### src/rtl/rtg_pkg.sv
package rtg_pkg;
  localparam int TW = 12;

  typedef struct packed {
    logic [TW-1:0] h_total;
    logic [TW-1:0] h_blank_beg;
    logic [TW-1:0] h_blank_end;
    logic [TW-1:0] h_sync_beg;
    logic [TW-1:0] h_sync_end;
    logic [TW-1:0] v_total;
    logic [TW-1:0] v_blank_beg;
    logic [TW-1:0] v_blank_end;
    logic [TW-1:0] v_sync_beg;
    logic [TW-1:0] v_sync_end;
  } timing_t;

  typedef struct packed {
    logic       force_blank;
    logic [1:0] hs_en;
    logic [1:0] vs_en;
  } ctrl_t;

  typedef enum logic [4:0] {
    SL_VWIN_BEG    = 5'd0,
    SL_VBLANK_BEG  = 5'd1,
    SL_VBLANK_END  = 5'd2,
    SL_VWIN_END    = 5'd3,
    SL_VSYNC_END   = 5'd4,
    SL_VSYNC_BEG   = 5'd5,
    SL_VTOTAL      = 5'd6,
    SL_FETCH_LEAD  = 5'd7,
    SL_HTOTAL      = 5'd8,
    SL_HBLANK_BEG  = 5'd9,
    SL_HBLANK_END  = 5'd10,
    SL_HSYNC_END   = 5'd11,
    SL_HSYNC_BEG   = 5'd12,
    SL_HEQ_PULSE   = 5'd13,
    SL_HHALF       = 5'd14,
    SL_HSER_PULSE  = 5'd15,
    SL_PITCH       = 5'd16,
    SL_XOFF        = 5'd17,
    SL_YOFF        = 5'd18,
    SL_DEPTH       = 5'd19,
    SL_CTRL        = 5'd20
  } slot_e;

  localparam int CTL_FORCE_BIT = 10;
  localparam int CTL_HS_LSB    = 4;
  localparam int CTL_VS_LSB    = 0;
endpackage

### src/rtl/rtg_regs.sv
module rtg_regs
  import rtg_pkg::*;
#(
  parameter int DW = 16,
  parameter int OW = 12
) (
  input  logic          clk,
  input  logic          rst_n,
  input  logic          wr_en,
  input  logic [4:0]    wr_slot,
  input  logic [DW-1:0] wr_data,
  input  logic          frame_wrap,
  output timing_t       tm_o,
  output ctrl_t         ctrl_o,
  output logic [DW-6:0] pitch_hi_o,
  output logic [OW-1:0] xoff_o,
  output logic [OW-1:0] yoff_o,
  output logic [1:0]    depth_o
);
  timing_t shadow_q;
  timing_t work_q;

  always_ff @(posedge clk or negedge rst_n) begin
    if (!rst_n) begin
      shadow_q   <= '0;
      work_q     <= '0;
      ctrl_o     <= '{force_blank: 1'b1, hs_en: 2'b00, vs_en: 2'b00};
      pitch_hi_o <= '0;
      xoff_o     <= '0;
      yoff_o     <= '0;
      depth_o    <= '0;
    end else begin
      if (wr_en) begin
        case (wr_slot)
          SL_HTOTAL:     shadow_q.h_total     <= wr_data[TW-1:0];
          SL_HBLANK_BEG: shadow_q.h_blank_beg <= wr_data[TW-1:0];
          SL_HBLANK_END: shadow_q.h_blank_end <= wr_data[TW-1:0];
          SL_HSYNC_BEG:  shadow_q.h_sync_beg  <= wr_data[TW-1:0];
          SL_HSYNC_END:  shadow_q.h_sync_end  <= wr_data[TW-1:0];
          SL_VTOTAL:     shadow_q.v_total     <= wr_data[TW-1:0];
          SL_VBLANK_BEG: shadow_q.v_blank_beg <= wr_data[TW-1:0];
          SL_VBLANK_END: shadow_q.v_blank_end <= wr_data[TW-1:0];
          SL_VSYNC_BEG:  shadow_q.v_sync_beg  <= wr_data[TW-1:0];
          SL_VSYNC_END:  shadow_q.v_sync_end  <= wr_data[TW-1:0];
          SL_PITCH:      pitch_hi_o <= wr_data[DW-1:5];
          SL_XOFF:       xoff_o     <= wr_data[OW-1:0];
          SL_YOFF:       yoff_o     <= wr_data[OW-1:0];
          SL_DEPTH:      depth_o    <= wr_data[1:0];
          SL_CTRL: begin
            ctrl_o.force_blank <= wr_data[CTL_FORCE_BIT];
            ctrl_o.hs_en       <= wr_data[CTL_HS_LSB+1:CTL_HS_LSB];
            ctrl_o.vs_en       <= wr_data[CTL_VS_LSB+1:CTL_VS_LSB];
          end
          default: ;
        endcase
      end
      if (frame_wrap) work_q <= shadow_q;
    end
  end

  assign tm_o = work_q;


  work_copy_frozen_chk: assert property (@(posedge clk) disable iff (!rst_n)
    !frame_wrap |=> $stable(work_q));
endmodule

### src/rtl/rtg_counters.sv
module rtg_counters
  import rtg_pkg::*;
(
  input  logic          clk,
  input  logic          rst_n,
  input  logic [TW-1:0] h_total,
  input  logic [TW-1:0] v_total,
  output logic [TW-1:0] hpos_o,
  output logic [TW-1:0] vpos_o,
  output logic          line_end_o,
  output logic          frame_wrap_o
);
  logic [TW:0] h_limit;
  logic        v_last;

  assign h_limit      = {1'b0, h_total} + (TW+1)'(1);
  assign line_end_o   = {1'b0, hpos_o} >= h_limit;
  assign v_last       = ({1'b0, vpos_o} + (TW+1)'(2)) >= {1'b0, v_total};
  assign frame_wrap_o = line_end_o & v_last;

  always_ff @(posedge clk or negedge rst_n) begin
    if (!rst_n) begin
      hpos_o <= '0;
      vpos_o <= '0;
    end else if (line_end_o) begin
      hpos_o <= '0;
      vpos_o <= v_last ? '0 : vpos_o + TW'(2);
    end else begin
      hpos_o <= hpos_o + TW'(1);
    end
  end


  hpos_in_range_chk: assert property (@(posedge clk) disable iff (!rst_n)
    {1'b0, hpos_o} <= h_limit);

  vpos_even_chk: assert property (@(posedge clk) disable iff (!rst_n)
    vpos_o[0] == 1'b0);

  vpos_steps_at_line_end_chk: assert property (@(posedge clk) disable iff (!rst_n)
    !line_end_o |=> $stable(vpos_o));
endmodule

### src/rtl/rtg_window.sv
module rtg_window
  import rtg_pkg::*;
(
  input  logic          clk,
  input  logic          rst_n,
  input  timing_t       tm,
  input  ctrl_t         ctrl,
  input  logic [TW-1:0] hpos,
  input  logic [TW-1:0] vpos,
  output logic          hsync_o,
  output logic          vsync_o,
  output logic          blank_o,
  output logic          active_o
);
  logic h_zone, v_zone, h_vis, v_vis, in_win;

  always_comb begin
    h_zone = (hpos >= tm.h_sync_beg) || (hpos < tm.h_sync_end);
    v_zone = (vpos >= tm.v_sync_beg) || (vpos < tm.v_sync_end);
    h_vis  = (hpos >= tm.h_blank_end) && (hpos < tm.h_blank_beg);
    v_vis  = (vpos >= tm.v_blank_end) && (vpos < tm.v_blank_beg);
    in_win = h_vis & v_vis;
  end

  always_ff @(posedge clk or negedge rst_n) begin
    if (!rst_n) begin
      hsync_o  <= 1'b0;
      vsync_o  <= 1'b0;
      blank_o  <= 1'b1;
      active_o <= 1'b0;
    end else begin
      hsync_o  <= h_zone & (|ctrl.hs_en);
      vsync_o  <= v_zone & (|ctrl.vs_en);
      blank_o  <= ctrl.force_blank | ~in_win;
      active_o <= in_win;
    end
  end


  unblank_only_in_window_chk: assert property (@(posedge clk) disable iff (!rst_n)
    !blank_o |-> active_o);

  forced_blank_chk: assert property (@(posedge clk) disable iff (!rst_n)
    ctrl.force_blank |=> blank_o);

  hsync_gated_chk: assert property (@(posedge clk) disable iff (!rst_n)
    (ctrl.hs_en == 2'b00) |=> !hsync_o);

  vsync_gated_chk: assert property (@(posedge clk) disable iff (!rst_n)
    (ctrl.vs_en == 2'b00) |=> !vsync_o);
endmodule

### src/rtl/rtg_addr.sv
module rtg_addr #(
  parameter int DW = 16,
  parameter int OW = 12,
  parameter int AW = OW + DW
) (
  input  logic          clk,
  input  logic          rst_n,
  input  logic [DW-6:0] pitch_hi,
  input  logic [OW-1:0] xoff,
  input  logic [OW-1:0] yoff,
  input  logic [1:0]    depth,
  output logic [AW-1:0] start_addr_o
);
  localparam int XW = OW + 3;

  logic [XW-1:0] x_bytes, x_round;
  logic [DW-1:0] pitch_al;
  logic [AW-1:0] row_base;

  always_comb begin
    case (depth)
      2'd0:    x_bytes = {3'b000, xoff};
      2'd1:    x_bytes = {2'b00, xoff, 1'b0};
      default: x_bytes = {1'b0, xoff, 2'b00};
    endcase
    x_round  = (x_bytes + XW'(31)) & ~XW'(31);
    pitch_al = {pitch_hi, 5'b00000};
    row_base = AW'(yoff) * AW'(pitch_al);
  end

  always_ff @(posedge clk or negedge rst_n) begin
    if (!rst_n) start_addr_o <= '0;
    else        start_addr_o <= row_base + AW'(x_round);
  end


  start_aligned_chk: assert property (@(posedge clk) disable iff (!rst_n)
    start_addr_o[4:0] == 5'd0);
endmodule

### src/rtl/raster_timing_gen.sv
module raster_timing_gen
  import rtg_pkg::*;
#(
  parameter int DW = 16,
  parameter int OW = 12,
  localparam int AW = OW + DW
) (
  input  logic          clk,
  input  logic          rst_n,
  input  logic          wr_en,
  input  logic [4:0]    wr_slot,
  input  logic [DW-1:0] wr_data,
  output logic          hsync,
  output logic          vsync,
  output logic          blank,
  output logic          active,
  output logic [AW-1:0] start_addr
);
  timing_t       tm;
  ctrl_t         ctrl;
  logic [DW-6:0] pitch_hi;
  logic [OW-1:0] xoff, yoff;
  logic [1:0]    depth;
  logic [TW-1:0] hpos, vpos;
  logic          line_end, frame_wrap;

  rtg_regs #(.DW(DW), .OW(OW)) u_regs (
    .clk(clk), .rst_n(rst_n), .wr_en(wr_en), .wr_slot(wr_slot),
    .wr_data(wr_data), .frame_wrap(frame_wrap), .tm_o(tm), .ctrl_o(ctrl),
    .pitch_hi_o(pitch_hi), .xoff_o(xoff), .yoff_o(yoff), .depth_o(depth)
  );

  rtg_counters u_cnt (
    .clk(clk), .rst_n(rst_n), .h_total(tm.h_total), .v_total(tm.v_total),
    .hpos_o(hpos), .vpos_o(vpos), .line_end_o(line_end),
    .frame_wrap_o(frame_wrap)
  );

  rtg_window u_win (
    .clk(clk), .rst_n(rst_n), .tm(tm), .ctrl(ctrl), .hpos(hpos), .vpos(vpos),
    .hsync_o(hsync), .vsync_o(vsync), .blank_o(blank), .active_o(active)
  );

  rtg_addr #(.DW(DW), .OW(OW), .AW(AW)) u_addr (
    .clk(clk), .rst_n(rst_n), .pitch_hi(pitch_hi), .xoff(xoff), .yoff(yoff),
    .depth(depth), .start_addr_o(start_addr)
  );


  frame_wrap_at_line_end_chk: assert property (@(posedge clk) disable iff (!rst_n)
    frame_wrap |-> line_end);
endmodule

### config.mk
export PLATFORM = sky130hd
export DESIGN_NAME = raster_timing_gen
export DESIGN_NICKNAME = d
export VERILOG_FILES = /design/src/rtl/rtg_pkg.sv /design/src/rtl/rtg_regs.sv /design/src/rtl/rtg_counters.sv /design/src/rtl/rtg_window.sv /design/src/rtl/rtg_addr.sv /design/src/rtl/raster_timing_gen.sv
export SDC_FILE = /design/constraint.sdc
export NUM_CORES = 1
export LEC_CHECK = 0
export BUFFER_PORTS_ARGS = -buffer_cell sky130_fd_sc_hd__buf_2
export CORE_MARGIN = 3
export CORE_UTILIZATION = 64
export DETAILED_ROUTE_END_ITERATION = 7
export PLACE_DENSITY = 0.88
export SLEW_MARGIN = 10
export SYNTH_ARGS = -nofsm -noshare
export SYNTH_HDL_FRONTEND = slang
export SYNTH_SLANG_ARGS = --single-unit
### constraint.sdc
create_clock -name clk -period 6.55 [get_ports clk]
set_input_delay 0.655 -clock clk [delete_from_list [all_inputs] [get_ports clk]]
set_output_delay 0.655 -clock clk [all_outputs]
set_load 0.005 [all_outputs]
==> flow_summary.ini <==
[sta]
fin_crit_sh_pct = 92.60
rsz0062_at_grt = false
setup-tns-final_ps = 0
finalHoldViolCount = 0
period_needed_ps = 6065
relSlewSlack_pct = 21.67
fin_ws_ps = 484.9
fin_skew_ps = 15.83
slew_violations = 0
clock.fmax_ghz = 0.1649
fin_hold_ws_ps = 97.27
worst_pin_slew_ps = 1164
setup_viol = 0

[drt]
first_pass_iters = 5
drtIter0Drc = 1003
post-route-drc-count = 0
vias_per_cell = 6.217
wl_per_cell_um = 20.21
drt_wl_total_um = 47870
ant_nets = 0
dr_total_vias = 14720

[synth]
synth_edf_count = 0
seq_area_frac_synth_pct = 40.61
synth_warnings = 0
ys_seq_elements = 332
yosys.area.top_type = dfrtp_1
yosys.area_share.simple_pct = 11.15
yosysTopAreaCellShare_pct = 40.35
synthTopCellsByArea = dfrtp_1 (40%), ha_1 (11%), mux2_2 (9.0%)
synth_top_family_by_area = adder cells
syn_area_mm2 = 0.02046
syn-instance-count = 1943
synth-xor-area-share_pct = 3.124
synth_cell_types = 59
synth_fa_ha_area_share_pct = 20.24
synthFlopType = dfrtp_1
synth_async_sr_flop_share_pct = 100.0
syn_avg_cell_area_um2 = 10.53
synth_compound_area_share_pct = 8.340
synthMuxAreaShare_pct = 10.36

[clock_tree]
cts_root_buf = clkbuf_16
cts_tree = yes
cts_resized = 0
clock_sinks = 332
postCtsSetupBuffers = 0
clkTransAtPathRegs_ps = 60
htree_levels = 2
cts_buffer_depth = 3
postCtsHoldBufs = 0
worst_skew_pair.late_latency_ps = 530
numCtsBuffers = 37

[power_and_ir_drop]
leakage_uw = 0.01091
p_sw_share_pct = 40.27
combPwrFrac_pct = 44.9
switching_power_uw = 3612
power_density_mw_per_mm2 = 406.0
seq_power_share_pct = 32.9
vdd_ir_drop_max_uv = 411.2
pwr-share-clk_pct = 22.3
intPower_uw = 5358

[final_layout]
drive_gt1_share_pct = 14.52
area_growth_pct = 7.967
final_common_cell = dfrtp_1
fin_cells = 2368
final_nets = 2248
layout_common_cells = dfrtp_1 (330), inv_1 (231), ha_1 (187)

[setup_path]
cp-start-kind = register
r2r-start = u_regs.yoff_o[3]
required_ps = 6960
critPathLaunch = u_regs.yoff_o[3]
path_class = register to register
end_kind = register
crit_path_max_fanout = 12
ff2ff_setup_slack_ps = 480
crit_arrival_ps = 6480

[place]
port_buffers = 50
pre_cts_ws_ps = 548.6
dp.cells = 2304
hpwl_um = 31890
gp_congestion = 0.8693

[global_routing]
antenna_found_initial = 4
grt_pass1_vias = 15590
grt_max_degree = 179
gr-total-overflow = 0
grt_usage_pct = 28.56
grt_pass1_wl_um = 78400

[floorplanning]
io_pins = 56
die_area_mm2 = 0.03415
std_cell_rows = 64
initial_core_util_pct = 65.86
die_x_um = 184.8
die_h_um = 184.8
core_mm2 = 0.03107

[run_status]
status = finished clean

[run]
cap_violations = 0

[hold_path]
hp-class = input port to async pin
==> worst max-delay path, cell delays in order (launching register included) <==
cell	delay, ps
dfrtp_1	520
and2_1	250
fa_1	540
inv_1	50
fa_1	480
inv_1	60
fa_1	500
fa_1	540
inv_1	50
fa_1	520
inv_1	40
ha_1	320
o21ai_0	140
a21oi_1	280
a21oi_1	150
xnor2_1	310
o311a_1	220
nand4_1	100
nor3b_1	360
and2_1	230
nand4_1	130
xnor2_1	150
==> logic make-up after synthesis <==
family,count (synthesis)
xor gates and xnor gates,73
muxes,189
other,1
and+or+nand+nor,455
adders and majority gates,277
buffers and inverters,329
DFF,332
AOI/OAI and AO/OA,287
==> final cells by class <==
type | count | area [um2]
Multi-Input combinational cell | 1286 | 10910
Clock inverter | 10 | 82.58
Tap cell | 396 | 495.5
Antenna cell | 2 | 5.005
Timing Repair Buffer | 58 | 332.8
Sequential cell | 332 | 8310
Fill cell | 1991 | 8976
Inverter | 232 | 870.8
Clock buffer | 52 | 1082
==> registers in the layout, indices dropped and copies added, names as in the netlist <==
register / flops
u_regs.tm_o: 120
u_regs.ctrl_o: 5
u_regs.pitch_hi_o: 11
u_addr.start_addr_o: 23
u_win.blank_o: 1
u_regs.yoff_o: 12
u_cnt.hpos_o: 12
u_win.hsync_o: 1
u_win.vsync_o: 1
u_win.active_o: 1
u_regs.xoff_o: 12
u_cnt.vpos_o: 11
u_regs.shadow_q: 120
u_regs.depth_o: 2
==> stage by stage <==
step	instance area [um2]	util, %	total power (uW)
6_report	22090	71.11	8970
5_1_grt	22090	71.11	9629
4_1_cts	22090	71.09	8943
3_5_place_dp	20920	67.34	6889
3_3_place_gp	20920	67.34	6662
2_1_floorplan	20480	-	5850
==> layer usage <==
metal	track usage [%]	share of wire (%)
met2	47.76	48
met3	6.108	8.3
met5	0	0.061
met4	11.37	3.8
met1	36.63	40
==> synth_stat cells (5+ instances only) <==
cell,n
o211ai_1,7
xor2_1,30
nand3_1,127
mux2_2,163
a21oi_1,53
a211oi_1,5
fa_1,90
o21bai_1,5
buf_1,21
a22o_1,11
nor3_1,9
inv_1,231
mux2i_1,6
clkbuf_1,66
nor2b_1,20
mux2_1,20
and3_1,15
a21o_1,30
buf_2,5
buf_4,5
dfrtp_1,330
o21ai_0,23
nand2_1,115
nand2b_1,18
o21a_1,11
nor2_1,51
xnor2_1,43
ha_1,187
o21ai_1,120
nand4_1,9
and2_1,74
==> power by group through the flow <==
stage	Combinational [uW]	Sequential, uW	Clock (uW)
2_1_floorplan	3050	2800	0
3_3_place_gp	3740	2920	0
3_5_place_dp	3930	2960	0
4_1_cts	4000	2930	2010
5_1_grt	4530	3000	2100
6_report	4030	2950	2000
==> worst paths after layout <==
kind	cells after the start	endpoint
worst max-delay path	21	u_addr.start_addr_o[27]
worst min-delay path	1	u_regs.shadow_q[114]
min in group clk	2	u_regs.pitch_hi_o[9]
worst min register to register	1	u_regs.tm_o[84]
max in group asynchronous	2	u_regs.shadow_q[48]
worst max register to register	21	u_addr.start_addr_o[27]
No activity file was read; power rests on OpenSTA's default activity.
